<file path="config.mk">
export PLATFORM = sky130hd
export DESIGN_NAME = chain_alu
export DESIGN_NICKNAME = d
export VERILOG_FILES = /design/src/rtl/chain_alu_pkg.sv /design/src/rtl/chain_addsub.sv /design/src/rtl/chain_logic.sv /design/src/rtl/chain_flags.sv /design/src/rtl/chain_alu.sv
export SDC_FILE = /design/constraint.sdc
export NUM_CORES = 1
export LEC_CHECK = 0
export ABC_AREA = 0
export BUFFER_PORTS_ARGS = -buffer_cell sky130_fd_sc_hd__buf_2
export CAP_MARGIN = 20
export CORE_MARGIN = 4
export CORE_UTILIZATION = 56
export CTS_BUF_LIST = sky130_fd_sc_hd__clkbuf_4
export CTS_CLUSTER_DIAMETER = 100
export DETAILED_ROUTE_END_ITERATION = 7
export PLACE_DENSITY = 0.88
export SYNTH_ARGS = -nofsm -noshare
export SYNTH_HDL_FRONTEND = slang
export SYNTH_SLANG_ARGS = --single-unit
</file>
<file path="constraint.sdc">
create_clock -name clk -period 4.7 [get_ports clk]
set_clock_uncertainty 0.1 [all_clocks]
set_input_delay 0.94 -clock clk [delete_from_list [all_inputs] [get_ports clk]]
set_output_delay 0.94 -clock clk [all_outputs]
set_load 0.03 [all_outputs]
</file>
<file path="src/rtl/chain_alu_pkg.sv">
// Package chain_alu_pkg
// Shared operation codes and the flags record for the chained-carry ALU.
// Assumes a 4-bit operation field; codes 8..15 decode as pass-A.
package chain_alu_pkg;

    localparam int OPW = 4;

    localparam logic [OPW-1:0] OPC_PASS_A = 4'd0;
    localparam logic [OPW-1:0] OPC_ADD    = 4'd1;
    localparam logic [OPW-1:0] OPC_SUB    = 4'd2;
    localparam logic [OPW-1:0] OPC_RWC    = 4'd3;
    localparam logic [OPW-1:0] OPC_AND    = 4'd4;
    localparam logic [OPW-1:0] OPC_OR     = 4'd5;
    localparam logic [OPW-1:0] OPC_XOR    = 4'd6;
    localparam logic [OPW-1:0] OPC_PASS_B = 4'd7;

    // Flags layout: bit2 mode (1 = subtract), bit1 zero, bit0 carry.
    typedef struct packed {
        logic sub_mode;
        logic zero;
        logic carry;
    } alu_flags_t;

endpackage

</file>
<file path="src/rtl/chain_addsub.sv">
// Module chain_addsub
// Combinational W-bit adder/subtractor with carry or borrow in and out.
// Subtraction is A + ~B + ~borrow_in; the carry-out is inverted to form
// the borrow, so cy_out is always "carry" when adding and "borrow" when
// subtracting. Assumes W >= 1.
module chain_addsub #(
    parameter int W = 8
) (
    input  logic [W-1:0] a,
    input  logic [W-1:0] b,
    input  logic         do_sub,
    input  logic         cy_in,
    output logic [W-1:0] sum,
    output logic         cy_out
);

    localparam int EW = W + 1;

    logic [W-1:0]  b_eff;
    logic          ci_eff;
    logic [EW-1:0] ext;

    // Form the operand and carry-in for the shared adder.
    always_comb begin
        b_eff  = do_sub ? ~b : b;
        ci_eff = do_sub ? ~cy_in : cy_in;
        ext    = {1'b0, a} + {1'b0, b_eff} + {{W{1'b0}}, ci_eff};
    end

    // Split the extended sum into result and carry/borrow.
    always_comb begin
        sum    = ext[W-1:0];
        cy_out = do_sub ? ~ext[W] : ext[W];
    end

endmodule

</file>
<file path="src/rtl/chain_logic.sv">
// Module chain_logic
// Combinational non-arithmetic unit: pass-through and bitwise operations.
// Arithmetic codes are don't-care here (the top selects the adder);
// unlisted codes return operand A.
module chain_logic
    import chain_alu_pkg::*;
#(
    parameter int W = 8
) (
    input  logic [OPW-1:0] op,
    input  logic [W-1:0]   a,
    input  logic [W-1:0]   b,
    output logic [W-1:0]   y
);

    // Select the bitwise or pass-through result for the current code.
    always_comb begin
        case (op)
            OPC_AND:    y = a & b;
            OPC_OR:     y = a | b;
            OPC_XOR:    y = a ^ b;
            OPC_PASS_B: y = b;
            default:    y = a;
        endcase
    end

endmodule

</file>
<file path="src/rtl/chain_flags.sv">
// Module chain_flags
// Flags register holding carry, zero and the add/subtract mode bit.
// Restore has priority over an accepted operation. Zero follows every
// accepted operation, carry only arithmetic ones, mode only ADD and SUB.
// Assumes set_add and set_sub are never high together.
module chain_flags
    import chain_alu_pkg::*;
(
    input  logic       clk,
    input  logic       rst_n,
    input  logic       restore_en,
    input  alu_flags_t restore_val,
    input  logic       accept,
    input  logic       is_arith,
    input  logic       set_add,
    input  logic       set_sub,
    input  logic       carry_new,
    input  logic       zero_new,
    output alu_flags_t flags_q
);

    // Update the flags from reset, restore or the accepted operation.
    always_ff @(posedge clk) begin
        if (!rst_n) begin
            flags_q <= '0;
        end else if (restore_en) begin
            flags_q <= restore_val;
        end else if (accept) begin
            flags_q.zero <= zero_new;
            if (is_arith) flags_q.carry <= carry_new;
            if (set_add) flags_q.sub_mode <= 1'b0;
            else if (set_sub) flags_q.sub_mode <= 1'b1;
        end
    end

    AST_RESTORE_LOAD: assert property (@(posedge clk) disable iff (!rst_n)
        restore_en |=> flags_q == $past(restore_val));

    AST_ADD_CLEARS_MODE: assert property (@(posedge clk) disable iff (!rst_n)
        (accept && !restore_en && set_add) |=> !flags_q.sub_mode);

    AST_SUB_SETS_MODE: assert property (@(posedge clk) disable iff (!rst_n)
        (accept && !restore_en && set_sub) |=> flags_q.sub_mode);

    AST_RWC_KEEPS_MODE: assert property (@(posedge clk) disable iff (!rst_n)
        (accept && !restore_en && is_arith && !set_add && !set_sub)
        |=> flags_q.sub_mode == $past(flags_q.sub_mode));

    AST_LOGIC_KEEPS_CY: assert property (@(posedge clk) disable iff (!rst_n)
        (accept && !restore_en && !is_arith)
        |=> (flags_q.carry == $past(flags_q.carry))
            && (flags_q.sub_mode == $past(flags_q.sub_mode)));

endmodule

</file>
<file path="src/rtl/chain_alu.sv">
// Module chain_alu (top)
// ALU with ADD, SUB and a continue-with-carry operation whose direction
// is taken from the stored mode bit. The result is registered one cycle
// after acceptance. Flags are exposed for saving and may be reloaded
// through the restore port, which wins over a simultaneous operation.
module chain_alu
    import chain_alu_pkg::*;
#(
    parameter int W = 8
) (
    input  logic           clk,
    input  logic           rst_n,
    input  logic           op_valid,
    input  logic [OPW-1:0] op_sel,
    input  logic [W-1:0]   opnd_a,
    input  logic [W-1:0]   opnd_b,
    input  logic           restore_en,
    input  logic [2:0]     restore_flags,
    output logic [W-1:0]   result,
    output logic           res_valid,
    output logic           flag_carry,
    output logic           flag_zero,
    output logic           flag_sub_mode
);

    alu_flags_t  flags_q;
    alu_flags_t  rest_val;
    logic        accept;
    logic        is_add, is_sub, is_rwc, is_arith;
    logic        use_sub, cy_feed;
    logic [W-1:0] as_sum, lg_y, y_next;
    logic        as_cy;

    // Decode the operation and pick the adder direction and carry feed.
    always_comb begin
        accept   = op_valid && !restore_en;
        is_add   = (op_sel == OPC_ADD);
        is_sub   = (op_sel == OPC_SUB);
        is_rwc   = (op_sel == OPC_RWC);
        is_arith = is_add || is_sub || is_rwc;
        use_sub  = is_sub || (is_rwc && flags_q.sub_mode);
        cy_feed  = is_rwc && flags_q.carry;
        rest_val = alu_flags_t'(restore_flags);
    end

    chain_addsub #(.W(W)) u_addsub (
        .a      (opnd_a),
        .b      (opnd_b),
        .do_sub (use_sub),
        .cy_in  (cy_feed),
        .sum    (as_sum),
        .cy_out (as_cy)
    );

    chain_logic #(.W(W)) u_logic (
        .op (op_sel),
        .a  (opnd_a),
        .b  (opnd_b),
        .y  (lg_y)
    );

    // Choose between the arithmetic and logic results.
    always_comb begin
        y_next = is_arith ? as_sum : lg_y;
    end

    chain_flags u_flags (
        .clk         (clk),
        .rst_n       (rst_n),
        .restore_en  (restore_en),
        .restore_val (rest_val),
        .accept      (accept),
        .is_arith    (is_arith),
        .set_add     (is_add),
        .set_sub     (is_sub),
        .carry_new   (as_cy),
        .zero_new    (y_next == '0),
        .flags_q     (flags_q)
    );

    // Register the result and its valid strobe.
    always_ff @(posedge clk) begin
        if (!rst_n) begin
            result    <= '0;
            res_valid <= 1'b0;
        end else begin
            res_valid <= accept;
            if (accept) result <= y_next;
        end
    end

    // Drive the flag outputs.
    always_comb begin
        flag_carry    = flags_q.carry;
        flag_zero     = flags_q.zero;
        flag_sub_mode = flags_q.sub_mode;
    end

    AST_ACCEPT_VALID: assert property (@(posedge clk) disable iff (!rst_n)
        accept |=> res_valid);

    AST_IDLE_HOLD: assert property (@(posedge clk) disable iff (!rst_n)
        !accept |=> (!res_valid && $stable(result)));

    AST_ZERO_MATCH: assert property (@(posedge clk) disable iff (!rst_n)
        res_valid |-> (flag_zero == (result == '0)));

endmodule

</file>
---- Word-level counts from Yosys, hierarchy flattened ----
Cells that the tools add are included.
storage, ports and cells
  bits in registers ....................... 12
  bits of input ports ..................... 27
  output and inout bits ................... 12
  logic and storage cells ................. 43
cells by class
  add/sub/neg operators ................... 2
  eq/ne operators ......................... 7
  mux-type cells .......................... 10
  bitwise logic cells ..................... 6
  reductions and logical operators ........ 13
operators with widths
  kind                                                              number
  8-bit one-hot mux with 4 select lines                             1
  4-bit by 3-bit == test with 1-bit output (second input constant)  4
  8-bit 2-to-1 mux                                                  2
  8-bit by 8-bit adder with 9-bit output                            1
  9-bit by 1-bit adder with 9-bit output                            1
  8-bit bitwise AND                                                 1
  4-bit by 2-bit == test with 1-bit output (second input constant)  2
  8-bit logical NOT                                                 1
  8-bit NOT                                                         1
  8-bit OR                                                          1
  8-bit XOR                                                         1
  3-bit 2-to-1 mux                                                  2
  1-bit 2-to-1 mux                                                  5
  4-bit by 1-bit == test with 1-bit output (second input constant)  1
  2-bit AND reduction                                               2
  2-bit nonzero test                                                2
  1-bit logical AND                                                 3
  1-bit logical OR                                                  3
  3-bit nonzero test                                                1
  1-bit NOT                                                         2
  1-bit logical NOT                                                 1

---- Longest topological paths before layout ----
  word-level depth ........................ 11
  mapped depth ............................ 13
  depth with buffers taken out ............ 11

---- Cells and area by module ----
Synthesis repeated with hierarchy kept, for this count alone.
unflattened totals
  cells, all modules ...................... 220
  area, all modules ....................... 1,722.9 um^2
modules (own cells, without submodules)
  module        instances  cells an instance  area an instance (um^2)
  chain_logic   1          87                 634.4
  chain_alu     1          66                 510.5
  chain_addsub  1          51                 430.4
  chain_flags   1          16                 147.6

---- Worst setup path after synthesis ----
Ideal clock, no wire load.
  kind .................................... input to register
  start point ............................. input op_sel[1]
  end point ............................... register, netlist name u_flags.flags_q[1]
  library setup time ...................... 116 ps
  arrival time ............................ 3,596 ps
  data required time ...................... 4,484 ps
  setup slack ............................. 888 ps
  cell stages on the path ................. 12
  cell sequence ........................... buf_4 -> buf_2 -> o211ai_1 -> buf_2 -> xnor2_1 -> fa_1 -> fa_1 -> xor2_1 -> a2111oi_2 -> a2111oi_0 -> and4b_1 -> a41o_1
between the ends
  longest elaborated chain between the ends .. 10
RTL lines
  what                                      line                text
  start: declaration                        chain_alu.sv:14     input logic [OPW-1:0] op_sel,
  4-bit by 2-bit == test with 1-bit output  chain_alu.sv:39     is_rwc = (op_sel == OPC_RWC);
  1-bit logical AND                         chain_alu.sv:41     use_sub = is_sub || (is_rwc && flags_q.sub_mode);
  1-bit logical OR                          chain_alu.sv:41
  8-bit 2-to-1 mux                          chain_addsub.sv:25  b_eff = do_sub ? ~b : b;
  8-bit by 8-bit adder with 9-bit output    chain_addsub.sv:27  ext = {1'b0, a} + {1'b0, b_eff} + {{W{1'b0}}, ci_eff};
  9-bit by 1-bit adder with 9-bit output    chain_addsub.sv:27
  8-bit 2-to-1 mux *                        chain_alu.sv:64     y_next = is_arith ? as_sum : lg_y;
  8-bit logical NOT *                       chain_alu.sv:77     .zero_new (y_next == '0),
  3-bit 2-to-1 mux *                        chain_flags.sv:28   end else if (accept) begin
  3-bit 2-to-1 mux *                        chain_flags.sv:26   end else if (restore_en) begin
Mark *: on every way between the ends. The rest lies on a longest branch, timed or not. The select of a mux whose other input is x is not followed.
A chain may end at the register's enable or synchronous reset.

---- Final worst setup path ----
  start point ............................. input op_sel[1]
  end point ............................... register, netlist name u_flags.flags_q[0]
between the ends
  longest elaborated chain between the ends .. 11
RTL lines
  what                                      line                text
  4-bit by 2-bit == test with 1-bit output  chain_alu.sv:39
  1-bit logical AND                         chain_alu.sv:41
  1-bit logical OR                          chain_alu.sv:41
  8-bit 2-to-1 mux                          chain_addsub.sv:25
  8-bit by 8-bit adder with 9-bit output    chain_addsub.sv:27
  9-bit by 1-bit adder with 9-bit output    chain_addsub.sv:27
  1-bit NOT                                 chain_addsub.sv:33  cy_out = do_sub ? ~ext[W] : ext[W];
  1-bit 2-to-1 mux                          chain_addsub.sv:33
  1-bit 2-to-1 mux                          chain_flags.sv:30   if (is_arith) flags_q.carry <= carry_new;
  3-bit 2-to-1 mux                          chain_flags.sv:28
  3-bit 2-to-1 mux                          chain_flags.sv:26
Several ways; a longest one is shown, not always the timed one. The select of a mux whose other input is x is not followed.

==> summary.txt <==
STA
  – RSZ-0062 raised after global routing: false
  – Post-route setup TNS: 0 ps
  – Count of final hold-check violations: 0
  – Fmax: 0.274 GHz
  – Worst Max-Slew Pin Slew: 820 ps
  – Max-slew violations: 0
  – Period minus WS final: ~3600 ps
  – Max-Slew Margin vs Limit: 45.2%
  – Tcrit/Tclk final: 77.6%
  – # setup viols final: 0

Power and ir drop
  – Flop pwr share: 32.4%
  – Power Total: 0.343 mW
  – Sw frac: 38.9%
  – Maximum VDD drop: 255 uV
  – Clock Power Share: about a fifth
  – Sw Pwr: roughly 0.13 mW
  – Power per cell area: around 180 nW/um^2
  – Static leakage: just over 0.9 nW
  – Internal Power: 0.210 mW
  – Comb power frac: 49.1%

Cells and area
  – Final Non-Filler Cells: 270
  – Total Nets Final: 293
  – Share of layout cells above drive strength 1: 20.9%
  – Filler cells: 264
  – Area growth from synthesis to layout: 14.2%
  – Fin util: 67.5%
  – N_diodes: 0

Placement
  – PortBufs: 38
  – Cells after DPL: 266
  – Final HPWL DP: 3050 um
  – Gp weighted congestion: 0.865

Routing
  – Routed vias: between 1.5k and 2k
  – Avg Vias per Cell: 5.71
  – DRT iter0 DRCs: 52
  – Total Wirelength: 3710 um
  – Drt first pass iters: 4
  – Post-detailed-route wirelength per cell: 13.8 um
  – Drt drc: 0
  – Final ANT Viol Nets: 0

Worst hold path
  – Hold WC Path Type: flop to flop

Critical path
  – Crit path max-delay family: compound AO/OA/AOI/OAI gates
  – Crit-path cells: buf_2 -> o211ai_1 -> xnor2_1 -> fa_1 -> fa_1 -> nand2b_1 -> a21oi_1 -> o21a_1 -> nor2_1 -> o211a_1 -> a2111oi_1
  – Critical Path Fanout Max: 22
  – CP Class: primary input to flop
  – Most used cell, CP: fa_1
  – Critical path endpoint category: flop
  – Setup crit start kind: primary input
  – CP Buf/Inv Count: 1
  – Crit path DAT: 3710 ps
  – Critical Path RT: 4760 ps
  – Slowest stage cell on the critical path: fa_1
  – Crit path largest cell delay: 430 ps

CTS
  – Clk sink count: 12
  – Total CTS buffers: 3
  – # resized after CTS: 0
  – Hold buffer count at cts: 0
  – Post-CTS Setup Bufs: 0
  – Root Buffer: clkbuf_4
  – Reg clk slew, reported paths: ~70 ps
  – CTS tree: done
  – Worst-case clock buffer depth: 2
  – H-tree levels: 1
  – Worst-Skew Late Latency: 270 ps

Synthesis
  – FFs w/ async S/R, synth: 0%
  – Commonest cells post-synth: ha_1, inv_1, nor2_1
  – Syn Nets: 256
  – Yosys top cell by area: ha_1
  – Mapped Cells: 203
  – Yosys top cell area share: 18.4%
  – Post-synth EDFFs: 0
  – Syn Std Cell Area: between 1500 and 2000 sq um
  – Yosys warning count: 0
  – Dominant cells by area after synthesis: ha_1, dfxtp_1, inv_1
  – #FFs+latches synth: 12
  – Post-Syn Area per Cell: around 8 sq um
  – Main synth FF type: dfxtp_1
  – Seq/Total Area, Yosys: about 15%
  – Number of library cell types mapped by synthesis: about 50
  – Cell with the most instances after synthesis: ha_1

Floorplanning
  – Core area: 2760 sq um
  – Die Area: 3840 sq um
  – Starting Density: 59.1%
  – IO Pins: 39
  – Die X: between 60 and 70 um
  – Die height: 61.9 um
  – Row count: 19

Global routing
  – GRT Total Usage: 21.2%
  – Pin count of the biggest net entering global routing: 23
  – Vias in the first global route: around 1.5k
  – First-pass GRT wire length: 6220 um
  – Total grt overflow: 0
  – Initial antenna violation count: 0

Flow run
  – MaxCap Viol Count: 0

Status
  – Status: complete, no violations
==> power groups by stage <==
stage | sequential, mW | clock (mW) | combinational (mW)
finish | 0.111 | 0.0637 | 0.168
global route | 0.112 | 0.0709 | 0.189
CTS | 0.111 | 0.0655 | 0.168
detailed placement | 0.114 | 0 | 0.168
global placement | 0.113 | 0 | 0.162
floorplan | 0.126 | 0 | 0.107
==> cell type report <==
cell class              count  area (sq um)  share of cell area [%]
multi-input cells         160          1260                    67.9
flip-flops and latches     12           240                    12.9
repair buffers             40           205                    11.0
well taps                  31          38.8                    2.08
clock buffers               3          22.5                    1.21
clock inverters             1          3.75                   0.202
inverters                  23          86.3                    4.64
==> cell usage in the layout (no fill, tap or decap), types with 2 or more instances in the layout <==
cell type  netlist  final
a31oi_1          2      2
buf_4            1      2
mux2i_1          5      5
nor2_1          19     19
o211ai_1         2      2
o21a_1           2      2
dfxtp_1         12     12
o221ai_1         2      2
nand3b_1         3      3
ha_1            24     24
clkbuf_4         0      3
xor2_1           4      4
a211oi_1         8      8
fa_1             2      2
inv_1           23     23
nor2b_1          5      5
mux4_2           3      3
xnor2_1          9      9
buf_2            4     38
o21ai_0          7      7
nor3_1           4      4
nand2_1         13     13
a21oi_1         16     16
nand2b_1         5      5
==> kinds of logic (layout without fill, tap and decap cells) <==
family	count (synthesis)	count (layout)	share of synthesized area, %
and+or+nand+nor	60	60	18.7
AOI/OAI and AO/OA	51	51	21.5
buffers and inverters	31	67	7.68
adders and majority gates	26	26	20.9
xor gates and xnor gates	13	13	6.99
DFF	12	12	14.7
muxes	10	10	9.52
==> metal layers <==
layer  wire length (um)  global-route usage [%]  up-vias  part of all wire [%]
li1                   -                       -      789                     -
met1               1580                    26.3      699                    43
met2               1860                    38.9       51                    50
met3                255                    2.89        2                   6.9
met4                 11                    4.24        0                  0.30
met5                  0                       0        -                     0
==> flip-flops by register name (all words and copies together), names as in the netlist <==
name,cells
result,8
u_flags.flags_q,3
res_valid,1
==> stage by stage <==
step                      area (sq um)  setup slack (ps)  hold slack (ps)
after floorplan                   1630               888              483
after global placement            1830               868              343
after detailed placement          1830               779              349
after CTS                         1860              1080              359
after global routing              1860               876              391
final                             1860              1050              358
==> final timing paths <==
| check | end | cells after the start | slack [ps] | from |
|---|---|---|---|---|
| setup reg to reg | u_flags.flags_q[0]$_SDFFE_PN0P_ | 10 | 1740 | u_flags.flags_q[2]$_SDFFE_PN0P_ |
| hold / removal | result[6]$_SDFFE_PN0P_ | 2 | 360 | result[6]$_SDFFE_PN0P_ |
| setup / recovery | u_flags.flags_q[0]$_SDFFE_PN0P_ | 11 | 1050 | op_sel[1] |
| hold reg to reg | result[6]$_SDFFE_PN0P_ | 2 | 360 | result[6]$_SDFFE_PN0P_ |
==> worst reg2reg max path, delay by kind of cell, from the launching register on <==
family | cells | cell delay [ps]
xor gates and xnor gates | 1 | 180
adders and majority gates | 2 | 840
DFF | 1 | 410
and+or+nand+nor | 2 | 220
AOI/OAI and AO/OA | 5 | 1110
Power figures use the tool's default switching activity.
